--- src/rtl/serial_rx_pkg.sv ---
package serial_rx_pkg;

    localparam int unsigned BYTE_W = 8;
    localparam int unsigned REG_W  = 8;

    localparam logic SEL_CTL = 1'b0;
    localparam logic SEL_PWR = 1'b1;

    localparam int unsigned PWR_CHK_BIT = 6;
    localparam logic [REG_W-1:0] PWR_MASK = 8'hDF;

    typedef enum logic [1:0] {
        RX_IDLE,
        RX_START,
        RX_DATA,
        RX_STOP
    } rx_state_e;

    typedef struct packed {
        logic mode_hi;
        logic mode_lo;
        logic spare;
        logic rx_en;
        logic tx_b9;
        logic rx_b9;
        logic tx_done;
        logic rx_done;
    } ctl_t;

    typedef struct packed {
        logic              done;
        logic              stop_seen;
        logic              stop_bit;
        logic              ninth;
        logic [BYTE_W-1:0] data;
    } rx_evt_t;

    function automatic logic maj3(input logic a, input logic b, input logic c);
        return (a & b) | (a & c) | (b & c);
    endfunction

endpackage

--- src/rtl/serial_rx_sync.sv ---
module serial_rx_sync #(
    parameter int unsigned STAGES = 2
) (
    input  logic clk,
    input  logic rst,
    input  logic din,
    output logic dout,
    output logic fall
);
    logic [STAGES-1:0] sr_q;
    logic              prev_q;

    always_ff @(posedge clk) begin
        if (rst) begin
            sr_q   <= '1;
            prev_q <= 1'b1;
        end else begin
            sr_q   <= {sr_q[STAGES-2:0], din};
            prev_q <= sr_q[STAGES-1];
        end
    end

    assign dout = sr_q[STAGES-1];
    assign fall = prev_q & ~sr_q[STAGES-1];
endmodule

--- src/rtl/serial_rx_frame.sv ---
module serial_rx_frame
    import serial_rx_pkg::*;
#(
    parameter int unsigned OVS = 16
) (
    input  logic    clk,
    input  logic    rst,
    input  logic    tick,
    input  logic    line,
    input  logic    fall,
    input  logic    enable,
    input  logic    nine,
    input  logic    chk,
    output rx_evt_t evt,
    output logic    busy
);
    localparam int unsigned CW    = $clog2(OVS);
    localparam int unsigned IW    = $clog2(BYTE_W + 1);
    localparam logic [CW-1:0] S_A  = CW'(OVS / 2 - 1);
    localparam logic [CW-1:0] S_B  = CW'(OVS / 2);
    localparam logic [CW-1:0] S_C  = CW'(OVS / 2 + 1);
    localparam logic [CW-1:0] LAST = CW'(OVS - 1);

    rx_state_e         state_q;
    logic [CW-1:0]     sub_q;
    logic [IW-1:0]     idx_q;
    logic              sa_q, sb_q;
    logic [BYTE_W-1:0] sh_q;
    logic              ninth_q;
    rx_evt_t           evt_q;
    logic              vote;
    logic [IW-1:0]     last_idx;

    assign vote     = maj3(sa_q, sb_q, line);
    assign last_idx = nine ? IW'(BYTE_W) : IW'(BYTE_W - 1);

    always_ff @(posedge clk) begin
        if (rst) begin
            state_q <= RX_IDLE;
            sub_q   <= '0;
            idx_q   <= '0;
            sa_q    <= 1'b1;
            sb_q    <= 1'b1;
            sh_q    <= '0;
            ninth_q <= 1'b0;
            evt_q   <= '0;
        end else begin
            evt_q.done      <= 1'b0;
            evt_q.stop_seen <= 1'b0;
            if (!enable) begin
                state_q <= RX_IDLE;
            end else if (state_q == RX_IDLE) begin
                if (fall) begin
                    state_q <= RX_START;
                    sub_q   <= '0;
                end
            end else if (tick) begin
                sub_q <= (sub_q == LAST) ? '0 : sub_q + 1'b1;
                if (sub_q == S_A) sa_q <= line;
                if (sub_q == S_B) sb_q <= line;
                case (state_q)
                    RX_START: begin
                        if (sub_q == S_C && vote) begin
                            state_q <= RX_IDLE;
                        end else if (sub_q == LAST) begin
                            state_q <= RX_DATA;
                            idx_q   <= '0;
                        end
                    end
                    RX_DATA: begin
                        if (sub_q == S_C) begin
                            if (idx_q == IW'(BYTE_W)) ninth_q <= vote;
                            else sh_q <= {vote, sh_q[BYTE_W-1:1]};
                        end
                        if (sub_q == LAST) begin
                            if (idx_q == last_idx) begin
                                state_q <= RX_STOP;
                                if (!chk) begin
                                    evt_q.done  <= 1'b1;
                                    evt_q.data  <= sh_q;
                                    evt_q.ninth <= ninth_q;
                                end
                            end else begin
                                idx_q <= idx_q + 1'b1;
                            end
                        end
                    end
                    RX_STOP: begin
                        if (sub_q == S_C) begin
                            state_q         <= RX_IDLE;
                            evt_q.stop_seen <= 1'b1;
                            evt_q.stop_bit  <= vote;
                            if (chk) begin
                                evt_q.done  <= 1'b1;
                                evt_q.data  <= sh_q;
                                evt_q.ninth <= ninth_q;
                            end
                        end
                    end
                    default: state_q <= RX_IDLE;
                endcase
            end
        end
    end

    assign evt  = evt_q;
    assign busy = (state_q != RX_IDLE);
endmodule

--- src/rtl/serial_rx_regs.sv ---
module serial_rx_regs
    import serial_rx_pkg::*;
(
    input  logic              clk,
    input  logic              rst,
    input  logic              wr_en,
    input  logic              wr_sel,
    input  logic [REG_W-1:0]  wr_data,
    input  rx_evt_t           evt,
    output logic [REG_W-1:0]  ctl_rd,
    output logic [REG_W-1:0]  pwr_rd,
    output logic [BYTE_W-1:0] rx_byte,
    output logic              rx_bit9,
    output logic              rx_flag,
    output logic              rx_on,
    output logic              nine,
    output logic              chk,
    output logic              fe,
    output logic              mode_hi
);
    ctl_t              ctl_q;
    logic              fe_q;
    logic [REG_W-1:0]  pwr_q;
    logic [BYTE_W-1:0] byte_q;
    logic              wr_ctl, wr_pwr;

    assign chk    = pwr_q[PWR_CHK_BIT];
    assign nine   = ctl_q.mode_hi;
    assign rx_on  = ctl_q.rx_en & (ctl_q.mode_hi | ctl_q.mode_lo);
    assign wr_ctl = wr_en & (wr_sel == SEL_CTL);
    assign wr_pwr = wr_en & (wr_sel == SEL_PWR);

    always_ff @(posedge clk) begin
        if (rst) begin
            ctl_q  <= '0;
            fe_q   <= 1'b0;
            pwr_q  <= '0;
            byte_q <= '0;
        end else begin
            if (wr_ctl) begin
                ctl_q.mode_lo <= wr_data[6];
                ctl_q.spare   <= wr_data[5];
                ctl_q.rx_en   <= wr_data[4];
                ctl_q.tx_b9   <= wr_data[3];
                ctl_q.rx_b9   <= wr_data[2];
                ctl_q.tx_done <= wr_data[1];
                ctl_q.rx_done <= wr_data[0];
                if (chk) fe_q <= wr_data[7];
                else     ctl_q.mode_hi <= wr_data[7];
            end
            if (wr_pwr) pwr_q <= wr_data & PWR_MASK;
            if (evt.done) begin
                byte_q        <= evt.data;
                ctl_q.rx_done <= 1'b1;
                if (nine) ctl_q.rx_b9 <= evt.ninth;
            end
            if (evt.stop_seen) begin
                if (!nine) ctl_q.rx_b9 <= evt.stop_bit;
                if (chk && !evt.stop_bit) fe_q <= 1'b1;
            end
        end
    end

    assign ctl_rd  = {chk ? fe_q : ctl_q.mode_hi, ctl_q[REG_W-2:0]};
    assign pwr_rd  = pwr_q;
    assign rx_byte = byte_q;
    assign rx_bit9 = ctl_q.rx_b9;
    assign rx_flag = ctl_q.rx_done;
    assign fe      = fe_q;
    assign mode_hi = ctl_q.mode_hi;
endmodule

--- src/rtl/serial_rx_ferr.sv ---
module serial_rx_ferr
    import serial_rx_pkg::*;
#(
    parameter int unsigned OVS         = 16,
    parameter int unsigned SYNC_STAGES = 2
) (
    input  logic              clk,
    input  logic              rst,
    input  logic              rxd,
    input  logic              os_tick,
    input  logic              wr_en,
    input  logic              wr_sel,
    input  logic [REG_W-1:0]  wr_data,
    output logic [REG_W-1:0]  ctl_rd,
    output logic [REG_W-1:0]  pwr_rd,
    output logic [BYTE_W-1:0] rx_byte,
    output logic              rx_bit9,
    output logic              rx_flag
);
    logic    line_s, line_fall;
    logic    rx_on, nine, chk_en, fe_q, mode_hi_q;
    logic    frm_busy, frm_done, frm_stop, frm_stop_bit;
    rx_evt_t evt;

    serial_rx_sync #(.STAGES(SYNC_STAGES)) u_sync (
        .clk  (clk),
        .rst  (rst),
        .din  (rxd),
        .dout (line_s),
        .fall (line_fall)
    );

    serial_rx_frame #(.OVS(OVS)) u_frame (
        .clk    (clk),
        .rst    (rst),
        .tick   (os_tick),
        .line   (line_s),
        .fall   (line_fall),
        .enable (rx_on),
        .nine   (nine),
        .chk    (chk_en),
        .evt    (evt),
        .busy   (frm_busy)
    );

    serial_rx_regs u_regs (
        .clk     (clk),
        .rst     (rst),
        .wr_en   (wr_en),
        .wr_sel  (wr_sel),
        .wr_data (wr_data),
        .evt     (evt),
        .ctl_rd  (ctl_rd),
        .pwr_rd  (pwr_rd),
        .rx_byte (rx_byte),
        .rx_bit9 (rx_bit9),
        .rx_flag (rx_flag),
        .rx_on   (rx_on),
        .nine    (nine),
        .chk     (chk_en),
        .fe      (fe_q),
        .mode_hi (mode_hi_q)
    );

    assign frm_done     = evt.done;
    assign frm_stop     = evt.stop_seen;
    assign frm_stop_bit = evt.stop_bit;
endmodule

--- config.mk ---
export PLATFORM = sky130hd
export DESIGN_NAME = serial_rx_ferr
export DESIGN_NICKNAME = d
export VERILOG_FILES = /design/src/rtl/serial_rx_pkg.sv /design/src/rtl/serial_rx_sync.sv /design/src/rtl/serial_rx_frame.sv /design/src/rtl/serial_rx_regs.sv /design/src/rtl/serial_rx_ferr.sv
export SDC_FILE = /design/constraint.sdc
export NUM_CORES = 1
export LEC_CHECK = 0
export BUFFER_PORTS_ARGS = -buffer_cell sky130_fd_sc_hd__buf_2
export CAP_MARGIN = 10
export CORE_MARGIN = 4
export CORE_UTILIZATION = 55
export CTS_BUF_LIST = sky130_fd_sc_hd__clkbuf_16
export CTS_CLUSTER_SIZE = 40
export DETAILED_ROUTE_END_ITERATION = 8
export GPL_TIMING_DRIVEN = 0
export PLACE_DENSITY_LB_ADDON = 0.08
export REMOVE_ABC_BUFFERS = 1
export SLEW_MARGIN = 15
export SYNTH_ARGS = -nofsm -noshare
export SYNTH_HDL_FRONTEND = slang
export SYNTH_HIERARCHICAL = 1
export SYNTH_SLANG_ARGS = --single-unit
--- constraint.sdc ---
create_clock -name clk -period 2.4 [get_ports clk]
set_input_delay 0.24 -clock clk [delete_from_list [all_inputs] [get_ports clk]]
set_output_delay 0.24 -clock clk [all_outputs]
set_load 0.01 [all_outputs]
==> impl_metrics.ini, run 1 <==
[status]
status = complete, no violations

[grt]
antenna_found_initial = 0
grt_start_max_net_pins = 48
grt.total_usage_pct = 19.8
grt_pass1_vias = 2130
grt_pass1_wl_mm = 9.88
overflow = 0

[cells_and_area]
ff_latch_area_um2 = 1200
nets = 366
antenna_cells = 0
fill_cells = 435
areaGrowthSynthToFinish_pct = 14.6
instances_no_fill = 418
drive_above_1_share_pct = 19.5
multiInputGateArea_um2 = 1480

[synth]
synth.avg_cell_area_um2 = 9.17
yosys_warnings = 6
synth_mux_area_share_pct = 10.8
ys.flop_type = dfxtp_1
synth_area_leaders = dfxtp_1 41%, mux2i_1 10%, nand2_1 6.2%
synthesis.area_um2 = 2910
synth_edf_count = 0
async_reset_ff_share_pct = 0
synthCells = 317
synth_xor_area_share_pct = 0
synth-seq-area-share_pct = 41.3
yosysTopAreaCell = dfxtp_1
ys_ff_latch = 60
synth_top_area_share_pct = 41.3
synth_compound_area_share_pct = 12.1
synth_adder_area_share_pct = 4.22
synthDistinctLibCells = 63
yosys.area_share.simple_pct = 23.4
synth_top_family_by_area = simple AND/OR/NAND/NOR gates

[timing]
setup_viol = 0
setup_tns_ps = 0
drv_slew = 0
skew_ps = 4.83
setup_ws_ps = 159
clock.fmax_mhz = 446
tightest_slew_ps = 846
slew_headroom_pct = 43.6
finalHoldViolCount = 0
min_period_ps = 2240
rsz0062_at_grt = false
period_share_pct = 93.4

[floorplan]
io_pins = 40
row_count = 26
die_h_um = 80.7
fp.dieArea_um2 = 6510
die_x_um = 80.7
coreArea_um2 = 5110
floorplan.initialDensity_pct = 56.9

[routing]
drt_iter0_markers = 192
drt_pass1_iterations = 4
routed_wirelength_mm = 5.82
drc = 0
via_count = 2272
drt.antenna.violating_nets = 0
avgViaCountPerCell = 5.44
routedWlPerCell_um = 13.9

[place]
portBuffers = 38
dp_slack_ps = -293
gp_congestion = 0.830
hpwl_mm = 3.79
dp.cells = 400

[clock_network]
clkTransAtPathRegs_ps = 50
htree_levels = 3
cts_tree = yes
clk_latency_ps = 320
root_buffer = clkbuf_16
cts_buffer_depth = 2
cts_buffers = 9
clock-sinks = 60
ctsHoldBuffers = 0

[worst_hold_path]
hold_end = u_sync/sr_q[0]
min_path_type = in2reg
hp-start = rxd
hold_depth = 2

[setup_path]
rr_endpoint = u_frame/evt[5]
startpoint_type = flip-flop
cp.arrival_ps = 2490
reg2reg_slack_ps = 160
crit_type = reg2reg
cp-end-kind = flip-flop
cp_max_fo = 14
rr_worst_depth = 6
required_ps = 2650
r2r-start = u_frame/state_q[0]

[job]
cap_violations = 0

[pwr]
p_leak_nw = 1.33
p_per_area_nw_per_um2 = 706
max-vdd-ir-drop_v = 0.000549
-- synthesized netlist by cell type (5+ instances only) --
library cell / count
nor2_1: 24
mux2i_1: 29
dfxtp_1: 60
inv_1: 11
buf_4: 5
ha_1: 9
a21oi_1: 19
nand3_1: 13
nand2_1: 48
buf_2: 5
buf_6: 6
clkbuf_1: 6
nand4b_1: 5
-- report_power, final --
group	total [mW]	internal (mW)	switching, mW
Sequential	1.02	1.01	0.0108
Combinational	0.0910	0.0330	0.0580
Clock	1.24	0.798	0.439
-- per-stage QoR --
step	cell area (um2)	power, mW	utilization, %	hold slack [ps]
after CTS	3320	2.38	65.0	93.5
after global placement	3000	1.13	58.7	389
after global routing	3330	2.44	65.2	103
after floorplan	2720	1.08	-	309
final	3330	2.35	65.2	106
after detailed placement	3000	1.13	58.7	396
-- worst max-delay path, stage by stage (launching register included) --
cell	delay, ps
dfxtp_1	330
inv_1	100
ha_1	520
or4b_1	540
a221oi_4	310
buf_12	180
mux2i_1	190
-- cells by family (layout without fill, tap and decap cells) --
logic type,count (synthesis),count (layout)
compound gates,50,50
fa+ha+maj,10,10
simple gates,127,127
buf+inv,38,69
other cells,1,1
flops,60,60
mux,31,31
-- repair_timing --
item | CTS | global route
resized for setup | 1 | 0
buffers inserted | 1 | 1
endpoints found under the setup margin | 9 | 4
pin swaps | 1 | 1
-- area by class of cell --
cell class | instances | area share, %
clock buffers | 9 | 6.76
flip-flops and latches | 60 | 36.1
multi-input cells | 219 | 44.5
well taps | 70 | 2.63
repair buffers | 40 | 6.54
clock inverters | 7 | 2.03
inverters | 13 | 1.47
-- routing by layer --
metal  GRT usage [%]  part of all wire (%)  up-vias  wire, um
met4            10.6                   1.1        0        62
met5               0                     0        -         0
met3            4.37                   4.6        7       267
met1            26.2                    48     1068      2780
li1                -                     -     1153         -
met2            30.0                    46       44      2700
-- cells in the final DEF, fill, tap and decap left out, types with 2 or more instances in the layout --
cell type | synthesis | final
mux2i_1 | 29 | 29
nand4_1 | 2 | 2
or2_1 | 4 | 4
a22o_1 | 2 | 2
clkbuf_16 | 0 | 9
mux2_2 | 2 | 2
nor2b_1 | 3 | 3
and3b_1 | 3 | 3
a31oi_1 | 2 | 2
a21oi_1 | 19 | 19
clkinv_1 | 2 | 2
nor4b_2 | 2 | 2
nand3b_1 | 3 | 3
or4b_1 | 3 | 3
o21ai_0 | 4 | 4
nand4b_1 | 5 | 5
o2111ai_1 | 2 | 2
nand2_1 | 48 | 48
nand3_1 | 13 | 13
nand2b_1 | 2 | 2
and2_1 | 2 | 2
clkinvlp_4 | 0 | 2
clkinv_2 | 0 | 2
o211ai_1 | 2 | 2
ha_1 | 9 | 9
nor3_1 | 3 | 3
inv_1 | 11 | 12
buf_2 | 5 | 38
dfxtp_1 | 60 | 60
nor2_1 | 24 | 24
-- worst max-delay path by stage --
stage                                  start            endpoint  slack, ps  depth (start not counted)
final                     u_frame/state_q[0]      u_frame/evt[5]        160                          6
after global routing                     rst  u_frame/state_q[1]         10                          5
after CTS                 u_frame/state_q[0]      u_frame/evt[6]        170                          6
after detailed placement  u_frame/state_q[0]      u_frame/evt[8]       -290                          5
after global placement    u_frame/state_q[0]      u_frame/evt[4]       -280                          5
after floorplan             u_frame/sub_q[0]      u_frame/evt[0]        130                          5
-- state kept, by name, summed over array words and instances, names as in the netlist, 2 cells and up --
| register | count |
|---|---|
| u_frame/evt | 12 |
| u_frame/idx_q | 4 |
| u_frame/sh_q | 8 |
| u_frame/state_q | 2 |
| u_frame/sub_q | 4 |
| u_regs/ctl_rd | 5 |
| u_regs/pwr_rd | 7 |
| u_regs/rx_byte | 8 |
| u_sync/sr_q | 2 |
Note: power is estimated with default switching activity, not from simulation.
==> run 2: changes to the inputs <==
ABC_AREA = 1   (was default)
==> run 2 against run 1 <==
Die area shrank 5.1%. Via count up 5.1%. Non-clock buffer count is 2 lower. Setup slack improved by 300 ps. Hold slack got worse by 2.0 ps. Combinational power is 18% higher. Power decreased by 1.1%. Core utilization rose by 1.8 points. Flip-flop and latch count unchanged. Fmax up 16%. Sequential share of layout area up 1.4 points. Clock power fell by 4%. Largest cell class unchanged.
==> impl_metrics.ini, run 2 <==
[timing]
clock.fmax_mhz = 515
tightest_slew_ps = 573
setup_viol = 0
drv_slew = 0
setup_ws_ps = 460
setup_tns_ps = 0
skew_ps = 5.78
slew_headroom_pct = 61.7
rsz0062_at_grt = false
finalHoldViolCount = 0
min_period_ps = 1940
period_share_pct = 80.8

[routing]
drt_iter0_markers = 135
via_count = 2388
routed_wirelength_mm = 5.45
drt.antenna.violating_nets = 0
routedWlPerCell_um = 11.4
avgViaCountPerCell = 4.99
drt_pass1_iterations = 4
drc = 0

[clock_network]
cts_resized = 0
cts_buffer_depth = 2
clock-sinks = 60
cts_setup_buffers = 0
cts_buffers = 9
root_buffer = clkbuf_16
htree_levels = 3
clk_latency_ps = 310
cts_tree = yes
ctsHoldBuffers = 0
clkTransAtPathRegs_ps = 50

[place]
place_area_um2 = 2920
portBuffers = 38
dp_slack_ps = 467
dp.cells = 464
hpwl_mm = 3.94
gp_congestion = 0.853

[status]
status = complete, no violations

[setup_path]
cp_max_fo = 10
reg2reg_slack_ps = 460
cp-end-kind = flip-flop
required_ps = 2600
startpoint_type = flip-flop
r2r-start = u_regs/mode_hi
rr_worst_depth = 11
cp.arrival_ps = 2140
crit_type = reg2reg
rr_endpoint = u_frame/evt[4]

[synth]
ys.flop_type = dfxtp_1
synth_edf_count = 0
ys_ff_latch = 60
synth.avg_cell_area_um2 = 7.36
synthTopCellsByCount = 89 x nor2_1, 60 x dfxtp_1, 56 x nand2_1, 42 x o21ai_0, 31 x inv_1
synth_area_leaders = dfxtp_1 44%, nor2_1 12%, nand2_1 7.7%
yosysMostFrequentCell = nor2_1
synthCells = 373
synth_top_area_share_pct = 43.8
yosysTopAreaCell = dfxtp_1
yosys_warnings = 6
synthDistinctLibCells = 36
async_reset_ff_share_pct = 0
synthesis.area_um2 = 2740
synth-seq-area-share_pct = 43.8

[grt]
antenna_found_initial = 0
overflow = 0
grt_start_max_net_pins = 24
grt_pass1_wl_mm = 9.66
grt.total_usage_pct = 19.8
grt_pass1_vias = 2230

[cells_and_area]
instances_no_fill = 479
layout_commonest_cell = nor2_1
final_area_um2 = 3210
largest_reg_flops = 12
antenna_cells = 0
nets = 431
areaGrowthSynthToFinish_pct = 16.8
drive_above_1_share_pct = 19.2
layout_common_cells = 89 x nor2_1, 60 x dfxtp_1, 56 x nand2_1, 42 x o21ai_0, 38 x buf_2

[floorplan]
io_pins = 40
row_count = 25
coreArea_um2 = 4790
die_h_um = 78.6
die_x_um = 78.6
fp.dieArea_um2 = 6180
floorplan.initialDensity_pct = 57.3

[worst_hold_path]
hold_end = u_sync/sr_q[0]
hold_depth = 3
hp-start = rxd
min_path_type = in2reg

[job]
cap_violations = 0

[pwr]
p_leak_nw = 1.51
p_total_mw = 2.32
p_per_area_nw_per_um2 = 725
max-vdd-ir-drop_v = 0.000423
==> run 2: cell types whose count changed in the layout (fill, tap and decap cells not counted), sizes merged, moves of 4 or more <==
cell    delta
nand2     +16
inv       +25
or2        -5
o21ai     +40
mux2i     -29
nand4b     -5
and3b      -4
nor2      +69
nand3      +5
==> run 2: cells by family (layout without fill, tap and decap cells) <==
| logic type | after synthesis | in the layout | share of synthesized area [%] |
|---|---|---|---|
| xor gates and xnor gates | 1 | 1 | 0.319 |
| other | 1 | 1 | 0.137 |
| AOI/OAI and AO/OA | 65 | 65 | 12.6 |
| adders and majority gates | 9 | 9 | 4.10 |
| and+or+nand+nor | 182 | 182 | 29.9 |
| buffers and inverters | 55 | 94 | 9.17 |
| DFF | 60 | 60 | 43.8 |
==> run 2: critical path: stages, from the launching register on <==
cell      delay [ps]
dfxtp_1          420
inv_1            100
a21oi_1          330
nand2_1           90
clkinv_1          80
nand2_2           90
nor3_2           130
nand2_2          110
nor2_8           200
inv_4             80
nor2_1           140
nor2_1            60
==> run 2: power by group <==
| group | leakage [nW] | switching (mW) | internal (mW) |
|---|---|---|---|
| sequential | 0.487 | 0.0123 | 1.02 |
| combinational | 0.894 | 0.0681 | 0.0387 |
| clock | 0.130 | 0.404 | 0.784 |
==> run 2: per-stage QoR <==
step	hold slack [ps]	util, %
2_1_floorplan	302	-
3_3_place_gp	387	61.1
3_5_place_dp	390	61.1
4_1_cts	98.3	67.0
5_1_grt	139	67.0
6_report	104	67.0
==> run 2: worst max-delay path by stage <==
| stage | startpoint | endpoint | cells past startpoint |
|---|---|---|---|
| final | u_regs/mode_hi | u_frame/evt[4] | 11 |
| after global routing | u_regs/mode_hi | u_frame/evt[4] | 11 |
| after CTS | u_regs/mode_hi | u_frame/evt[4] | 11 |
| after detailed placement | u_regs/mode_hi | u_frame/evt[4] | 11 |
| after global placement | u_regs/mode_hi | u_frame/evt[4] | 11 |
| after floorplan | u_regs/mode_hi | u_frame/evt[1] | 11 |
==> run 2: per-layer routing <==
metal | GRT usage, % | up-vias | part of all wire [%]
li1 | - | 1256 | -
met1 | 24.1 | 1078 | 48
met2 | 32.4 | 50 | 45
met3 | 5.39 | 4 | 5.7
met4 | 8.92 | 0 | 1.1
met5 | 0 | - | 0
==> run 2: area by class of cell <==
cell class	instances	area [um2]
fill	442	1580
timing repair buffer	38	190
clock inverter	6	56.3
tap	67	83.8
sequential	60	1200
inverter	41	158
clock buffer	9	225
multi-input combinational	258	1290
